## src/rtl/tmr_cc_pkg.sv

```systemverilog
package tmr_cc_pkg;

    localparam int MODE_W = 4;

    typedef enum logic [1:0] {
        ACT_NONE   = 2'b00,
        ACT_LOW    = 2'b01,
        ACT_HIGH   = 2'b10,
        ACT_TOGGLE = 2'b11
    } cmp_act_e;

    typedef struct packed {
        logic     cmp_en;
        logic     out_en;
        logic     init_lvl;
        cmp_act_e act;
        logic     pin_cap;
        logic     cap_rise;
        logic     cap_fall;
        logic     int_cap;
    } mode_dec_t;

    typedef struct packed {
        logic pin;
    } pout_st_t;

endpackage

```

## src/rtl/tmr_cc_decode.sv

```systemverilog
module tmr_cc_decode
    import tmr_cc_pkg::*;
(
    input  logic [MODE_W-1:0] mode_i,
    output mode_dec_t         dec_o
);

    always_comb begin
        dec_o = '0;
        if (!mode_i[3]) begin
            dec_o.cmp_en   = 1'b1;
            dec_o.out_en   = (mode_i[1:0] != 2'b00);
            dec_o.init_lvl = mode_i[2];
            dec_o.act      = cmp_act_e'(mode_i[1:0]);
        end else if (!mode_i[2]) begin
            dec_o.pin_cap  = 1'b1;
            dec_o.cap_rise = mode_i[1] | ~mode_i[0];
            dec_o.cap_fall = mode_i[1] | mode_i[0];
        end else begin
            dec_o.int_cap  = 1'b1;
        end
    end

endmodule

```

## src/rtl/tmr_cc_insync.sv

```systemverilog
module tmr_cc_insync #(
    parameter int STAGES = 2
) (
    input  logic clk,
    input  logic rst_n,
    input  logic pin_i,
    output logic rise_o,
    output logic fall_o
);

    localparam int TOP = STAGES - 1;

    typedef struct packed {
        logic [STAGES-1:0] sync;
        logic              last;
    } sync_st_t;

    sync_st_t st_d, st_q;

    generate
        if (STAGES > 1) begin : g_chain
            always_comb begin
                st_d      = st_q;
                st_d.sync = {st_q.sync[STAGES-2:0], pin_i};
                st_d.last = st_q.sync[TOP];
            end
        end else begin : g_single
            always_comb begin
                st_d      = st_q;
                st_d.sync = pin_i;
                st_d.last = st_q.sync[TOP];
            end
        end
    endgenerate

    always_ff @(posedge clk) begin
        if (!rst_n) st_q <= '0;
        else        st_q <= st_d;
    end

    assign rise_o = st_q.sync[TOP] & ~st_q.last;
    assign fall_o = ~st_q.sync[TOP] & st_q.last;

    AST_EDGE_FROM_LEVEL: assert property (@(posedge clk) disable iff (!rst_n)
        rise_o |=> !rise_o);

endmodule

```

## src/rtl/tmr_cc_pinout.sv

```systemverilog
module tmr_cc_pinout
    import tmr_cc_pkg::*;
(
    input  logic      clk,
    input  logic      rst_n,
    input  logic      mode_wr_i,
    input  mode_dec_t wr_dec_i,
    input  mode_dec_t cur_dec_i,
    input  logic      match_i,
    output logic      pin_o
);

    pout_st_t st_d, st_q;

    always_comb begin
        st_d = st_q;
        if (mode_wr_i && wr_dec_i.out_en) begin
            st_d.pin = wr_dec_i.init_lvl;
        end else if (match_i && cur_dec_i.out_en) begin
            unique case (cur_dec_i.act)
                ACT_LOW:    st_d.pin = 1'b0;
                ACT_HIGH:   st_d.pin = 1'b1;
                ACT_TOGGLE: st_d.pin = ~st_q.pin;
                default:    st_d.pin = st_q.pin;
            endcase
        end
    end

    always_ff @(posedge clk) begin
        if (!rst_n) st_q <= '0;
        else        st_q <= st_d;
    end

    assign pin_o = st_q.pin;

    AST_INIT_LOW: assert property (@(posedge clk) disable iff (!rst_n)
        (mode_wr_i && wr_dec_i.out_en && !wr_dec_i.init_lvl) |=> !pin_o);
    AST_INIT_HIGH: assert property (@(posedge clk) disable iff (!rst_n)
        (mode_wr_i && wr_dec_i.out_en && wr_dec_i.init_lvl) |=> pin_o);
    AST_TOGGLE_FLIPS: assert property (@(posedge clk) disable iff (!rst_n)
        (!mode_wr_i && match_i && cur_dec_i.out_en && cur_dec_i.act == ACT_TOGGLE)
        |=> pin_o != $past(pin_o));
    AST_NO_MATCH_HOLD: assert property (@(posedge clk) disable iff (!rst_n)
        (!mode_wr_i && !match_i) |=> $stable(pin_o));

endmodule

```

## src/rtl/tmr_cc_chan.sv

```systemverilog
module tmr_cc_chan
    import tmr_cc_pkg::*;
#(
    parameter int CNT_W       = 16,
    parameter int SYNC_STAGES = 2
) (
    input  logic              clk,
    input  logic              rst_n,
    input  logic [CNT_W-1:0]  cnt_i,
    input  logic              mode_wr_i,
    input  logic [MODE_W-1:0] mode_i,
    input  logic              reg_wr_i,
    input  logic [CNT_W-1:0]  reg_wdata_i,
    input  logic              pair_buf_i,
    input  logic              pin_i,
    input  logic              int_trig_i,
    input  logic              flag_clr_i,
    output logic [CNT_W-1:0]  gr_o,
    output logic              pin_o,
    output logic              pin_oe_o,
    output logic              flag_o
);

    localparam logic [CNT_W-1:0] GR_RESET = '1;

    typedef struct packed {
        logic [MODE_W-1:0] mode;
        logic [CNT_W-1:0]  gr;
        logic              flag;
    } chan_st_t;

    chan_st_t  st_d, st_q;
    mode_dec_t cur_dec, wr_dec;
    logic      pin_rise, pin_fall;
    logic      match_evt, cap_evt, set_evt;

    tmr_cc_decode u_cur_dec (
        .mode_i (st_q.mode),
        .dec_o  (cur_dec)
    );

    tmr_cc_decode u_wr_dec (
        .mode_i (mode_i),
        .dec_o  (wr_dec)
    );

    tmr_cc_insync #(.STAGES(SYNC_STAGES)) u_sync (
        .clk    (clk),
        .rst_n  (rst_n),
        .pin_i  (pin_i),
        .rise_o (pin_rise),
        .fall_o (pin_fall)
    );

    always_comb begin
        match_evt = !pair_buf_i && cur_dec.cmp_en && (cnt_i == st_q.gr);
        cap_evt   = !pair_buf_i &&
                    ((cur_dec.pin_cap && ((pin_rise && cur_dec.cap_rise) ||
                                          (pin_fall && cur_dec.cap_fall))) ||
                     (cur_dec.int_cap && int_trig_i));
        set_evt   = match_evt || cap_evt;
    end

    always_comb begin
        st_d = st_q;
        if (mode_wr_i) st_d.mode = mode_i;
        if (cap_evt)       st_d.gr = cnt_i;
        else if (reg_wr_i) st_d.gr = reg_wdata_i;
        if (set_evt)         st_d.flag = 1'b1;
        else if (flag_clr_i) st_d.flag = 1'b0;
    end

    always_ff @(posedge clk) begin
        if (!rst_n) begin
            st_q.mode <= '0;
            st_q.gr   <= GR_RESET;
            st_q.flag <= 1'b0;
        end else begin
            st_q <= st_d;
        end
    end

    tmr_cc_pinout u_pout (
        .clk       (clk),
        .rst_n     (rst_n),
        .mode_wr_i (mode_wr_i),
        .wr_dec_i  (wr_dec),
        .cur_dec_i (cur_dec),
        .match_i   (match_evt),
        .pin_o     (pin_o)
    );

    assign gr_o     = st_q.gr;
    assign flag_o   = st_q.flag;
    assign pin_oe_o = cur_dec.out_en;

    AST_OE_CAPTURE: assert property (@(posedge clk) disable iff (!rst_n)
        st_q.mode[3] |-> !pin_oe_o);
    AST_CAP_LOAD: assert property (@(posedge clk) disable iff (!rst_n)
        cap_evt |=> gr_o == $past(cnt_i));
    AST_BUF_HOLD: assert property (@(posedge clk) disable iff (!rst_n)
        (pair_buf_i && !reg_wr_i) |=> $stable(gr_o));
    AST_BUF_NO_FLAG: assert property (@(posedge clk) disable iff (!rst_n)
        (pair_buf_i && !flag_o) |=> !flag_o);
    AST_FLAG_CLR: assert property (@(posedge clk) disable iff (!rst_n)
        (flag_clr_i && !set_evt) |=> !flag_o);
    AST_FLAG_SET: assert property (@(posedge clk) disable iff (!rst_n)
        set_evt |=> flag_o);
    AST_WR_LOAD: assert property (@(posedge clk) disable iff (!rst_n)
        (reg_wr_i && !cap_evt) |=> gr_o == $past(reg_wdata_i));

endmodule

```

## config.mk

```make
export PLATFORM = sky130hd
export DESIGN_NAME = tmr_cc_chan
export DESIGN_NICKNAME = d
export VERILOG_FILES = /design/src/rtl/tmr_cc_pkg.sv /design/src/rtl/tmr_cc_decode.sv /design/src/rtl/tmr_cc_insync.sv /design/src/rtl/tmr_cc_pinout.sv /design/src/rtl/tmr_cc_chan.sv
export SDC_FILE = /design/constraint.sdc
export NUM_CORES = 1
export LEC_CHECK = 0
export BUFFER_PORTS_ARGS = -buffer_cell sky130_fd_sc_hd__buf_4
export CORE_UTILIZATION = 49
export CTS_CLUSTER_SIZE = 20
export DETAILED_ROUTE_END_ITERATION = 8
export PLACE_DENSITY_LB_ADDON = 0.1
export SKIP_CTS_REPAIR_TIMING = 1
export SYNTH_ARGS = -nofsm -noshare
export SYNTH_HDL_FRONTEND = slang
export SYNTH_HIERARCHICAL = 1
export SYNTH_SLANG_ARGS = --single-unit
```

## constraint.sdc

```tcl
create_clock -name clk -period 2 [get_ports clk]
set_input_delay 0.2 -clock clk [delete_from_list [all_inputs] [get_ports clk]]
set_output_delay 0.2 -clock clk [all_outputs]
set_load 0.05 [all_outputs]
```

# ---- Yosys cells after proc, flatten, opt, wreduce, memory -nomap -nowiden
# Cells that the tools add are included.
dict set report op_classes {
  n_eq_ne 4
  n_mux 12
  bitwise 8
  reduce_logical 20
}
# cell count
set ops {}
lappend ops {{16-bit two-way mux} 2}
lappend ops {{16-bit equality test} 1}
lappend ops {{2-bit nonzero test} 5}
lappend ops {{1-bit logical AND} 9}
lappend ops {{4-bit two-way mux} 2}
lappend ops {{1-bit two-way mux} 5}
lappend ops {{5-bit two-way mux} 1}
lappend ops {{2-bit equality test (second input constant)} 2}
lappend ops {{1-bit NOT} 4}
lappend ops {{4-bit nonzero test} 1}
lappend ops {{1-bit logical OR} 3}
lappend ops {{3-bit two-way mux} 1}
lappend ops {{1-bit case mux with 3 select lines} 1}
lappend ops {{1-bit bitwise AND} 2}
lappend ops {{2-bit by 1-bit equality test with 1-bit output (second input constant)} 1}
lappend ops {{1-bit bitwise OR} 2}
lappend ops {{2-bit AND reduction} 1}
lappend ops {{1-bit logical NOT} 1}
dict set report totals {
  reg_bits 25
  inputBits 44
  out_inout_bits 19
  wordCells 50
}

# ---- Logic depth before layout (Yosys ltp)
dict set report logic_depth {
  word_depth 11
  ltp_mapped 8
  ltp_nobuf 8
}

# ---- Cells and area by module
# Netlist, hierarchy kept.
# module instances cells_per_inst area_each_um2 seq_area_each_um2
set by_module_without_submodules {}
lappend by_module_without_submodules {tmr_cc_chan 1 155 1400.1 420.4}
lappend by_module_without_submodules {tmr_cc_decode 2 12 65.1 0.0}
lappend by_module_without_submodules {tmr_cc_insync 1 8 91.3 60.1}
lappend by_module_without_submodules {tmr_cc_pinout 1 7 52.6 20.0}

# ---- Least setup slack after synthesis
# Ideal clock, no wire load.
dict set report synth_path {
  kind {register to register}
  from {register st_q[17] in the netlist's numbering}
  to {register u_pout.st_q, in the netlist u_pout/pin_o}
  setup_ps 122
  arrival_time_ps 1396
  required_ps 1878
  setup_slack_ps 481
  path_stages_with_launch 6
  n_path_buf 0
  synth_period_minus_slack_ps 1519
  cell_sequence {dfxtp_1 > nor2_1 > nor2_1 > nand3_1 > nand2_1 > a31oi_1}
}
dict set report synth_between {
  elab_chain_cells 5
  elab_cells_between_ends 12
  classes_between {3 x eq/ne; 4 x mux; 5 x reduce/logical}
}
# item line_no
set synth_rtl {}
lappend synth_rtl {{start, declared} tmr_cc_chan.sv:32} ;# chan_st_t st_d, st_q;
lappend synth_rtl {{start signal, assigned} tmr_cc_chan.sv:79} ;# st_q <= st_d;
lappend synth_rtl {{2-bit nonzero test} tmr_cc_decode.sv:12} ;# dec_o.out_en = (mode_i[1:0] != 2'b00);
lappend synth_rtl {{5-bit two-way mux} tmr_cc_decode.sv:10} ;# if (!mode_i[3]) begin
lappend synth_rtl {{via pin_oe_o} tmr_cc_chan.sv:20} ;# output logic pin_oe_o,
lappend synth_rtl {{1-bit logical AND} tmr_cc_pinout.sv:19} ;# end else if (match_i && cur_dec_i.out_en) begin
lappend synth_rtl {{2-bit nonzero test (no source line)} n/a}
lappend synth_rtl {{2-bit AND reduction (no source line)} n/a}
lappend synth_rtl {{end signal, assigned} tmr_cc_pinout.sv:31} ;# else st_q <= st_d;
lappend synth_rtl {{end, declared} tmr_cc_pinout.sv:13} ;# pout_st_t st_d, st_q;
# The timed path passes the listed nets, and every way through them passes these cells. The select of a mux whose other input is x is not followed.
# A chain may end at the register's enable or synchronous reset.

# ---- Final worst setup path
dict set report layout_path {
  from {register st_q, in the netlist gr_o[14]}
  to {register u_pout.st_q, in the netlist u_pout/pin_o}
}
dict set report layout_between {
  elab_chain_cells 5
}
# item line_no
set layout_rtl {}
lappend layout_rtl {{16-bit equality test} tmr_cc_chan.sv:56} ;# match_evt = !pair_buf_i && cur_dec.cmp_en && (cnt_i == st_q.gr);
lappend layout_rtl {{1-bit logical AND} tmr_cc_chan.sv:56}
lappend layout_rtl {{via match_evt} tmr_cc_chan.sv:35} ;# logic match_evt, cap_evt, set_evt;
lappend layout_rtl {{1-bit logical AND} tmr_cc_pinout.sv:19}
lappend layout_rtl {{2-bit nonzero test (no source line)} n/a}
lappend layout_rtl {{2-bit AND reduction (no source line)} n/a}
# The timed path passes the listed nets, and every way through them passes these cells.

==> qor.yml <==
status: "finished clean"
die_h_um: 59.4
synthCells: 184
cts.htree.levels: 1
start_kind: "flip-flop"
multiInputGateArea_um2: 903
layout-drive-gt1-share: 0.330
clock_latency_ps: 320
wl_per_cell_um: 13.4
synth_nets: 228
finalCritPeriodShare: 0.781
placed_cell_area_mm2: 0.00195
leakage_uw: 0.000875
layout_min_cycle_time_ps: 1560
antenna_found_initial: 0
drc: 0
core_area_mm2: 0.00310
vias: 1416
ir_drop_mv: 0.261
dieArea_mm2: 0.00353
finalHoldViolations: 0
post-place-ws_ps: 472
num_antenna_cells: 0
crit_path_end_kind: "flip-flop"
grt_usage: 0.219
clkTransAtPathRegs_ps: 140
hpwl_um: 2650
rsz0062_at_grt: "no"
fmax_ghz: 0.640
area_growth_pct: 22.6
antenna_left: 0
start_util: 0.521
drt_iter0_drc: 106
drtPass1Iterations: 4
cts.sinks: 25
root_buffer: "clkbuf_4"
layout_setup_ws_ps: 438
wirelength_um: 3590
grt_max_degree: 35
min-delay-start: "pin_i"
final_cell_mix: "buf_4 (64), dfxtp_1 (25), mux2i_1 (20)"
drv_cap: 0
synthesis.area_mm2: 0.00162
setup-violations-final: 0
grt_pass1_vias: 1320
grt-ovfl-total: 0
mostFrequentLayoutCell: "buf_4"
ios: 63
slew_violations: 0
stdcell_area_mm2: 0.00198
worstPathArrival_ps: 1820
tns_ps: 0
synth.avg_cell_area_um2: 8.79
skew_ps: 1.20
crit_type: "reg -> reg"
grt_first_pass_wirelength_um: 5870
yosys_warnings: 6
portBuffers: 62
fill_cells: 301
fp-row-count: 20
cts_buffers: 3
gp_congestion: 0.794
r2r_start: "gr_o[14]"
p_per_area_mw_per_mm2: 576
cts_tree: "yes"
critical_path_required_ps: 2260
worst_pin_slew_ps: 340
clock_path_buffers: 2
final_nets: 269
dieWidth_um: 59.4
hold_class: "in -> reg"
regArea_um2: 500
crit_path_max_fanout: 3
via_per_inst: 5.28
relSlewSlack: 0.773
startpoint: "gr_o[14]"
path summary, 6_finish.rpt:
path	to	slack [ps]	cells past startpoint
worst max-delay path	u_pout/pin_o	440	6
worst min-delay path	u_sync/st_d[2]	60	2
worst max register to register	u_pout/pin_o	440	6
worst min register to register	u_sync/st_d[0]	460	1
per-stage QoR:
step / utilization / instances / power [µW] / hold slack [ps]
6_report: 0.639 / 268 / 1140 / 64.9
3_5_place_dp: 0.630 / 264 / 921 / 407
2_1_floorplan: - / 184 / 813 / 322
4_1_cts: 0.639 / 268 / 1160 / 54.5
5_1_grt: 0.639 / 268 / 1200 / 54.3
3_3_place_gp: 0.630 / 264 / 912 / 403
worst max-delay path, stage by stage, from the launching register on:
cell and delay, ps:
dfxtp_1 360, xor2_1 190, nor4_1 290, nand4_1 150, nor4_2 200, nand4b_1 130, a31oi_1 180
layout make-up:
cell class	instances	share of cell area
Sequential cell	25	0.253
Inverter	4	0.00758
Clock buffer	3	0.0114
Timing Repair Buffer	64	0.242
Multi-Input combinational cell	127	0.456
Clock inverter	1	0.00253
Tap cell	44	0.0278
layer usage:
| layer | routed length (µm) | global-route usage |
|---|---|---|
| met1 | 1620 | 0.280 |
| met2 | 1700 | 0.376 |
| met3 | 241 | 0.0306 |
| met4 | 34 | 0.0714 |
| met5 | 0 | 0 |
power by group:
group,switching (µW),internal [µW]
Clock,157,75.0
Combinational,201,156
Sequential,26.3,527
Total,384,758
state kept, by name, summed over array words and instances, names as in the netlist:
register	flops
st_q	4
u_sync/st_d	2
flag_o	1
gr_o	16
u_sync/st_q	1
u_pout/pin_o	1
No activity file was read; power rests on OpenSTA's default activity.
